## src/rtl/ahb_err_issuer_pkg.sv

```systemverilog
package ahb_err_issuer_pkg;
  typedef enum logic [1:0] {
    TRANS_IDLE   = 2'b00,
    TRANS_NONSEQ = 2'b10
  } trans_e;

  typedef struct packed {
    logic issue;      // drive the head as a NONSEQ address phase
    logic capture;    // bus advances this cycle (hready high)
    logic faultFire;  // errored transfer completes this cycle
    logic popHead;    // remove head from the request source
  } strobe_t;
endpackage

```

## src/rtl/ahb_err_issuer_ctrl.sv

```systemverilog
module ahb_err_issuer_ctrl
  import ahb_err_issuer_pkg::*;
(
  input  logic    clk,
  input  logic    rstN,
  input  logic    reqValid,
  input  logic    hready,
  input  logic    hresp,
  input  logic    reissueMode,
  input  logic    dataValid,
  output strobe_t strb,
  output logic    protoErr
);
  logic errSeen;    // warning cycle observed, completion pending
  logic cancelled;  // a request was lined up behind the failing one
  logic warnNow;
  logic doneErr;

  assign warnNow = dataValid && !hready && hresp && !errSeen;
  assign doneErr = errSeen && hready;

  always_ff @(posedge clk or negedge rstN) begin
    if (!rstN) begin
      errSeen   <= 1'b0;
      cancelled <= 1'b0;
      protoErr  <= 1'b0;
    end else begin
      if (warnNow) begin
        errSeen   <= 1'b1;
        cancelled <= reqValid;
      end else if (doneErr) begin
        errSeen   <= 1'b0;
        cancelled <= 1'b0;
      end
      if (hready && hresp && !errSeen)
        protoErr <= 1'b1;
    end
  end

  always_comb begin
    strb.issue     = reqValid && !errSeen;
    strb.capture   = hready;
    strb.faultFire = doneErr;
    strb.popHead   = (strb.issue && hready) ||
                     (doneErr && cancelled && !reissueMode);
  end
endmodule

```

## src/rtl/ahb_err_issuer_datapath.sv

```systemverilog
module ahb_err_issuer_datapath
  import ahb_err_issuer_pkg::*;
#(
  parameter int ADDR_W = 32,
  parameter int DATA_W = 32
) (
  input  logic              clk,
  input  logic              rstN,
  input  strobe_t           strb,
  input  logic [ADDR_W-1:0] reqAddr,
  input  logic              reqWrite,
  input  logic [DATA_W-1:0] reqWdata,
  output logic              dataValid,
  output logic [DATA_W-1:0] hwdata,
  output logic              faultPulse,
  output logic [ADDR_W-1:0] faultAddr,
  output logic              faultWrite
);
  logic [ADDR_W-1:0] dataAddr;
  logic              dataWrite;

  always_ff @(posedge clk or negedge rstN) begin
    if (!rstN) begin
      dataValid  <= 1'b0;
      dataAddr   <= '0;
      dataWrite  <= 1'b0;
      hwdata     <= '0;
      faultPulse <= 1'b0;
      faultAddr  <= '0;
      faultWrite <= 1'b0;
    end else begin
      if (strb.capture) begin
        dataValid <= strb.issue;
        if (strb.issue) begin
          dataAddr  <= reqAddr;
          dataWrite <= reqWrite;
          hwdata    <= reqWdata;
        end
      end
      faultPulse <= strb.faultFire;
      if (strb.faultFire) begin
        faultAddr  <= dataAddr;
        faultWrite <= dataWrite;
      end
    end
  end
endmodule

```

## src/rtl/ahb_err_issuer.sv

```systemverilog
module ahb_err_issuer
  import ahb_err_issuer_pkg::*;
#(
  parameter int ADDR_W = 32,
  parameter int DATA_W = 32
) (
  input  logic              clk,
  input  logic              rstN,
  input  logic              reissueMode,
  input  logic              reqValid,
  input  logic [ADDR_W-1:0] reqAddr,
  input  logic              reqWrite,
  input  logic [DATA_W-1:0] reqWdata,
  output logic              reqReady,
  output logic [1:0]        htrans,
  output logic [ADDR_W-1:0] haddr,
  output logic              hwrite,
  output logic [DATA_W-1:0] hwdata,
  input  logic              hready,
  input  logic              hresp,
  output logic              faultPulse,
  output logic [ADDR_W-1:0] faultAddr,
  output logic              faultWrite,
  output logic              protoErr
);
  strobe_t strb;
  logic    dataValid;

  ahb_err_issuer_ctrl u_ctrl (
    .clk(clk), .rstN(rstN), .reqValid(reqValid), .hready(hready),
    .hresp(hresp), .reissueMode(reissueMode), .dataValid(dataValid),
    .strb(strb), .protoErr(protoErr)
  );

  ahb_err_issuer_datapath #(.ADDR_W(ADDR_W), .DATA_W(DATA_W)) u_dp (
    .clk(clk), .rstN(rstN), .strb(strb), .reqAddr(reqAddr),
    .reqWrite(reqWrite), .reqWdata(reqWdata), .dataValid(dataValid),
    .hwdata(hwdata), .faultPulse(faultPulse), .faultAddr(faultAddr),
    .faultWrite(faultWrite)
  );

  assign htrans   = strb.issue ? TRANS_NONSEQ : TRANS_IDLE;
  assign haddr    = reqAddr;
  assign hwrite   = reqWrite;
  assign reqReady = strb.popHead;
endmodule

```

## config.mk

```make
export PLATFORM = sky130hd
export DESIGN_NAME = ahb_err_issuer
export DESIGN_NICKNAME = d
export VERILOG_FILES = /design/src/rtl/ahb_err_issuer_pkg.sv /design/src/rtl/ahb_err_issuer_ctrl.sv /design/src/rtl/ahb_err_issuer_datapath.sv /design/src/rtl/ahb_err_issuer.sv
export SDC_FILE = /design/constraint.sdc
export NUM_CORES = 1
export LEC_CHECK = 0
export ABC_CLOCK_PERIOD_IN_PS = 1950
export BUFFER_PORTS_ARGS = -buffer_cell sky130_fd_sc_hd__buf_2
export CAP_MARGIN = 10
export CORE_AREA = 2 2 112 87
export DETAILED_ROUTE_END_ITERATION = 12
export DIE_AREA = 0 0 114 89
export GPL_ROUTABILITY_DRIVEN = 0
export PLACE_DENSITY = 0.76
export SYNTH_ARGS = -nofsm -noshare
export SYNTH_HDL_FRONTEND = slang
export SYNTH_SLANG_ARGS = --single-unit
```

## constraint.sdc

```tcl
create_clock -name clk -period 1.95 [get_ports clk]
set_input_delay 0.4875 -clock clk [delete_from_list [all_inputs] [get_ports clk]]
set_output_delay 0.4875 -clock clk [all_outputs]
set_load 0.02 [all_outputs]
```

==> results of run 1 <==
[synth_stat cells]
cell | n | area [sq um]
nor2b_4 | 1 | 13.76
buf_4 | 34 | 255.2
mux2_2 | 59 | 664.4
nor2_1 | 1 | 3.750
mux2_4 | 39 | 585.6
nand2_1 | 2 | 7.510
o21ai_0 | 2 | 10.01
buf_6 | 5 | 56.30
a32oi_1 | 1 | 8.760
inv_1 | 3 | 11.26
dfrtp_1 | 103 | 2577
a21oi_1 | 1 | 5.000
nand2_2 | 2 | 12.51
conb_1 | 1 | 3.750
o21a_1 | 1 | 7.510
o211ai_1 | 1 | 7.510
a31o_2 | 1 | 8.760
buf_2 | 6 | 30.03
[metrics by stage]
stage / std cells / utilization [%]
2_1_floorplan: 263 / -
3_3_place_gp: 507 / 56.09
3_5_place_dp: 507 / 56.09
4_1_cts: 521 / 59.68
5_1_grt: 521 / 59.68
6_report: 521 / 59.68
[state kept, by name, summed over array words and instances, names as in the netlist]
signal and count:
u_ctrl.cancelled 1, u_dp.dataAddr 32, u_dp.faultWrite 1, u_dp.faultPulse 1, u_dp.dataWrite 1, u_ctrl.protoErr 1, u_dp.faultAddr 32, u_ctrl.errSeen 1
u_dp.hwdata 32, u_dp.dataValid 1
[routing by layer]
metal  vias to the layer above  track usage (%)
met5                         -                0
met1                      1232            19.75
met2                       120            26.46
met4                         0            5.322
met3                        10            6.237
li1                       1146                -
[worst paths after layout]
| check | from | endpoint | slack [ps] | depth (start not counted) |
|---|---|---|---|---|
| setup / recovery | u_ctrl.errSeen | reqReady | 170 | 3 |
| hold / removal | rstN | u_dp.hwdata[9] | 200 | 2 |
| setup reg to reg | u_ctrl.errSeen | u_dp.dataAddr[14] | 520 | 4 |
| hold reg to reg | u_ctrl.protoErr | u_ctrl.protoErr | 460 | 1 |
| max in group asynchronous | rstN | u_dp.hwdata[25] | 1330 | 2 |
| min in group clk | reqWdata[26] | u_dp.hwdata[26] | 380 | 2 |
[logic make-up (layout without fill, tap and decap cells)]
family                 Yosys count  count (layout)
muxes                           98              98
other                            1               1
buffers and inverters           48             194
AOI/OAI and AO/OA                7               7
DFF                            103             103
and+or+nand+nor                  6               6
[power groups by stage]
stage | logic (uW) | registers, uW | clock network (uW)
2_1_floorplan | 780 | 3530 | 0
3_3_place_gp | 1950 | 2990 | 0
3_5_place_dp | 2000 | 3020 | 0
4_1_cts | 2010 | 2990 | 1960
5_1_grt | 2110 | 3070 | 2050
6_report | 1980 | 2990 | 1890
[area by class of cell]
| type | count | share of cell area (%) |
|---|---|---|
| flip-flops and latches | 103 | 48.35 |
| inverters | 3 | 0.2112 |
| multi-input cells | 112 | 25.21 |
| well taps | 112 | 2.628 |
| repair buffers | 177 | 17.60 |
| clock inverters | 3 | 1.267 |
| clock buffers | 11 | 4.741 |
==> impl_metrics.env, run 1 <==
export IMPL_status="finished, final reports clean"
export IMPL_endpoint_kind="output pin"
export IMPL_crit_fanout=5
export IMPL_multi_input_area_sq_um=1344
export IMPL_htreeDepth=3
export IMPL_period_needed_ps=1781
export IMPL_die_y_um=89
export IMPL_grt_max_degree=104
export IMPL_port_buffers=172
export IMPL_synth_warnings=0
export IMPL_grt_pass1_vias=2475
export IMPL_routed_via_density=4.814
export IMPL_power_frac_seq_pct=43.6
export IMPL_path_delay_family="flip-flops"
export IMPL_setup_ws_ps=168.7
export IMPL_critPathSlowestCell="dfrtp_1"
export IMPL_start_kind="flop"
export IMPL_cts_tree="built"
export IMPL_dp_hpwl_mm=5.625
export IMPL_post_cts_buffers=0
export IMPL_synth_xor_area_share_pct=0
export IMPL_synth_seq_cells=103
export IMPL_synthSimpleGateAreaFrac_pct=0.8792
export IMPL_cp_slowest_stage_delay_ps=450
export IMPL_grt_pass1_wl_mm=12.40
export IMPL_critPathArrivalTime_ps=1290
export IMPL_drive_above_1_share_pct=71.64
export IMPL_wl_mm=8.056
export IMPL_seq_area_sq_um=2577
export IMPL_die_width_um=114
export IMPL_pwr_share_clk_pct=27.6
export IMPL_fillers=715
export IMPL_clk_pin_slew_ps=60
export IMPL_p_per_area_nw_per_um2=1286
export IMPL_drt_first_pass_iters=4
export IMPL_antenna_found_initial=0
export IMPL_clk_latency_ps=330
export IMPL_hold_path_class="input port to async pin"
export IMPL_cts_hold_buf=0
export IMPL_synth_adder_area_share_pct=0
export IMPL_relSlewSlack_pct=64.08
export IMPL_timing_fmax_mhz=561.4
export IMPL_finalCritPeriodShare_pct=91.35
export IMPL_cts_buffers=9
export IMPL_vias=2508
export IMPL_place_area_sq_um=5011
export IMPL_p_int_uw=4787
export IMPL_die_area_sq_um=10150
export IMPL_clockRootBuffer="clkbuf_16"
export IMPL_cp_required_ps=1460
export IMPL_combPwrFrac_pct=28.8
export IMPL_synth_compound_area_share_pct=1.114
export IMPL_grt_usage_pct=16.06
export IMPL_ioPinCount=174
export IMPL_power_switching_uw=2069
export IMPL_synthCells=263
export IMPL_report_final_slew_viol_count=0
export IMPL_drt_antenna_violating_nets=0
export IMPL_gr_total_overflow=0
export IMPL_start_util_pct=47.79
export IMPL_clockBufferDepth=2
export IMPL_muxShareOfSynthArea_pct=29.28
export IMPL_syn2layout_area_growth_pct=24.88
export IMPL_syn_num_nets=334
export IMPL_power_leakage_uw=0.002763
export IMPL_drt_met1_wl_mm=3.514
export IMPL_route_met2_wl_mm=3.742
export IMPL_fin_area_sq_um=5331
export IMPL_path_class="flop to output pin"
export IMPL_rows=30
export IMPL_cts_resized=0
export IMPL_setup_violations=0
export IMPL_syn_area_per_cell_sq_um=16.23
export IMPL_synth_top_family_by_area="multiplexers"
export IMPL_highest_layer="met4"
export IMPL_fp_coreArea_sq_um=8934
export IMPL_ys_seq_area_share_pct=60.38
export IMPL_peakVddDrop_mv=0.8535
export IMPL_power_total_uw=6856
export IMPL_layout_common_cells="171 x buf_2, 103 x dfrtp_1, 59 x mux2_2"
export IMPL_crit_chain="nor2b_4 > o21a_1 > buf_2"
export IMPL_finClkSkew_ps=2.698
export IMPL_wl_per_cell_um=15.46
export IMPL_drtIter0Drc=110
export IMPL_clock_sinks=103
export IMPL_drc=0
export IMPL_worst_slew_pin_slew_ps=538.8
export IMPL_syn_area_sq_um=4269
export IMPL_final_common_cell="buf_2"
export IMPL_dpl_worst_slack_ps=321.7
export IMPL_nNetsFinal=477
export IMPL_maxCapViolCount=0
export IMPL_synthDistinctLibCells=18
export IMPL_dr_wl_met3_um=711
export IMPL_switching_share_pct=30.18
export IMPL_cp_num_buf_inv=1
export IMPL_antennaDiodeCount=0
export IMPL_rsz0062_at_grt="false"
export IMPL_tns_ps=0
export IMPL_hold_viol=0
export IMPL_hold_slack_ps=201.8
No activity file was read; power rests on OpenSTA's default activity.
==> inputs of run 2 (changes only) <==
Settings changed: BUFFER_PORTS_ARGS -buffer_cell sky130_fd_sc_hd__buf_2 to -buffer_cell sky130_fd_sc_hd__buf_4, GPL_TIMING_DRIVEN set to 0.
==> impl_metrics.env, run 2 (same netlist as run 1, synthesis figures left out) <==
export IMPL_timing_fmax_mhz=581.3
export IMPL_status="finished, final reports clean"
export IMPL_clockBufferDepth=2
export IMPL_vias=2677
export IMPL_setup_violations=0
export IMPL_routed_via_density=4.763
export IMPL_endpoint_kind="output pin"
export IMPL_dp_hpwl_mm=6.219
export IMPL_worst_slew_pin_slew_ps=903.8
export IMPL_grt_pass1_wl_mm=13.52
export IMPL_rows=30
export IMPL_switching_share_pct=30.03
export IMPL_drt_first_pass_iters=4
export IMPL_grt_pass1_vias=2682
export IMPL_syn2layout_area_growth_pct=40.47
export IMPL_p_per_area_nw_per_um2=1187
export IMPL_antenna_found_initial=0
export IMPL_ioPinCount=174
export IMPL_nNetsFinal=516
export IMPL_power_switching_uw=2138
export IMPL_critPathSlowestCell="dfrtp_1"
export IMPL_clockRootBuffer="clkbuf_16"
export IMPL_power_leakage_uw=0.003055
export IMPL_hold_path_class="input port to async pin"
export IMPL_rsz0062_at_grt="false"
export IMPL_drive_above_1_share_pct=73.78
export IMPL_wl_per_cell_um=15.20
export IMPL_grt_usage_pct=17.35
export IMPL_cp_required_ps=1460
export IMPL_clock_sinks=103
export IMPL_cts_tree="built"
export IMPL_reg2reg_from="u_ctrl.errSeen"
export IMPL_fillers=657
export IMPL_start_kind="flop"
export IMPL_cts_resized=0
export IMPL_drtIter0Drc=133
export IMPL_port_buffers=171
export IMPL_start_util_pct=47.79
export IMPL_tns_ps=0
export IMPL_finalCritPeriodShare_pct=88.23
export IMPL_maxCapViolCount=0
export IMPL_hold_viol=0
export IMPL_crit_chain="nor2b_4 > o21a_1 > buf_4"
export IMPL_htreeDepth=3
export IMPL_layout_common_cells="204 x buf_4, 103 x dfrtp_1, 59 x mux2_2"
export IMPL_reg_largest_list="u_dp.dataAddr x32, u_dp.faultAddr x32, u_dp.hwdata x32"
export IMPL_grt_max_degree=104
export IMPL_drc=0
export IMPL_post_cts_buffers=0
export IMPL_final_common_cell="buf_4"
export IMPL_path_delay_family="flip-flops"
export IMPL_die_width_um=114
export IMPL_die_y_um=89
export IMPL_seq_area_sq_um=2577
export IMPL_gr_total_overflow=0
export IMPL_clk_latency_ps=330
export IMPL_cts_hold_buf=0
export IMPL_crit_fanout=5
export IMPL_cp_num_buf_inv=1
export IMPL_combPwrFrac_pct=32.9
export IMPL_peakVddDrop_mv=0.5268
export IMPL_critPathArrivalTime_ps=1230
export IMPL_power_total_uw=7117
export IMPL_drt_antenna_violating_nets=0
export IMPL_period_needed_ps=1720
export IMPL_pwr_share_clk_pct=25.0
export IMPL_clk_pin_slew_ps=60
export IMPL_critPathLaunch="u_ctrl.errSeen"
export IMPL_fp_coreArea_sq_um=8934
export IMPL_power_frac_seq_pct=42.1
export IMPL_report_final_slew_viol_count=0
export IMPL_relSlewSlack_pct=39.75
export IMPL_cts_buffers=9
export IMPL_finClkSkew_ps=4.173
export IMPL_cp_slowest_stage_delay_ps=450
export IMPL_antennaDiodeCount=0
export IMPL_path_class="flop to output pin"
export IMPL_wl_mm=8.542
export IMPL_multi_input_area_sq_um=1339
export IMPL_die_area_sq_um=10150
export IMPL_p_int_uw=4980
==> run 2: per-stage QoR <==
step                      worst slack [ps]  std cells  instance area (sq um)  hold WS, ps  util (%)
after floorplan                      448.9        263                   4269        191.9         -
after global placement               317.0        546                   5693        454.4     63.73
after detailed placement             290.9        546                   5693        460.2     63.73
after CTS                            210.6        562                   5993        375.9     67.09
after global routing                 124.0        562                   5997        336.0     67.13
final                                229.6        562                   5997        261.4     67.13
==> run 2: cell type report <==
class	count	share of cell area [%]
inverters	3	0.1878
plain buffers	45	5.696
multi-input cells	112	22.32
flip-flops and latches	103	42.98
clock buffers	12	4.110
well taps	112	2.337
clock inverters	4	0.8971
repair buffers	171	21.47
==> run 2: worst register-to-register path: stages (launching register included) <==
cell and delay, ps:
dfrtp_1 450, nor2b_4 180, nand2_2 80, buf_6 160, buf_6 170, mux2_4 310
==> run 2: power groups by stage <==
| stage | registers (uW) | logic, uW | clock network (uW) |
|---|---|---|---|
| floorplan | 3530 | 780 | 0 |
| global placement | 3000 | 2330 | 0 |
| detailed placement | 3040 | 2370 | 0 |
| CTS | 3000 | 2370 | 1840 |
| global route | 3080 | 2490 | 1940 |
| finish | 3000 | 2340 | 1780 |
==> run 2: worst paths after layout <==
| check | slack [ps] | to | cells past startpoint |
|---|---|---|---|
| hold reg to reg | 470 | u_ctrl.protoErr | 1 |
| setup / recovery | 230 | reqReady | 3 |
| setup reg to reg | 490 | u_dp.hwdata[9] | 5 |
| hold / removal | 260 | u_dp.faultAddr[12] | 1 |
| min in group clk | 390 | u_dp.hwdata[19] | 2 |
| max in group asynchronous | 1090 | u_dp.dataValid | 1 |
==> run 2: routing by layer <==
| layer | routed length (um) | global-route usage, % | vias to the layer above |
|---|---|---|---|
| met2 | 4054 | 28.73 | 121 |
| li1 | - | - | 1232 |
| met4 | 80 | 4.656 | 0 |
| met3 | 784 | 6.102 | 9 |
| met1 | 3622 | 22.07 | 1315 |
| met5 | 0 | 0 | - |
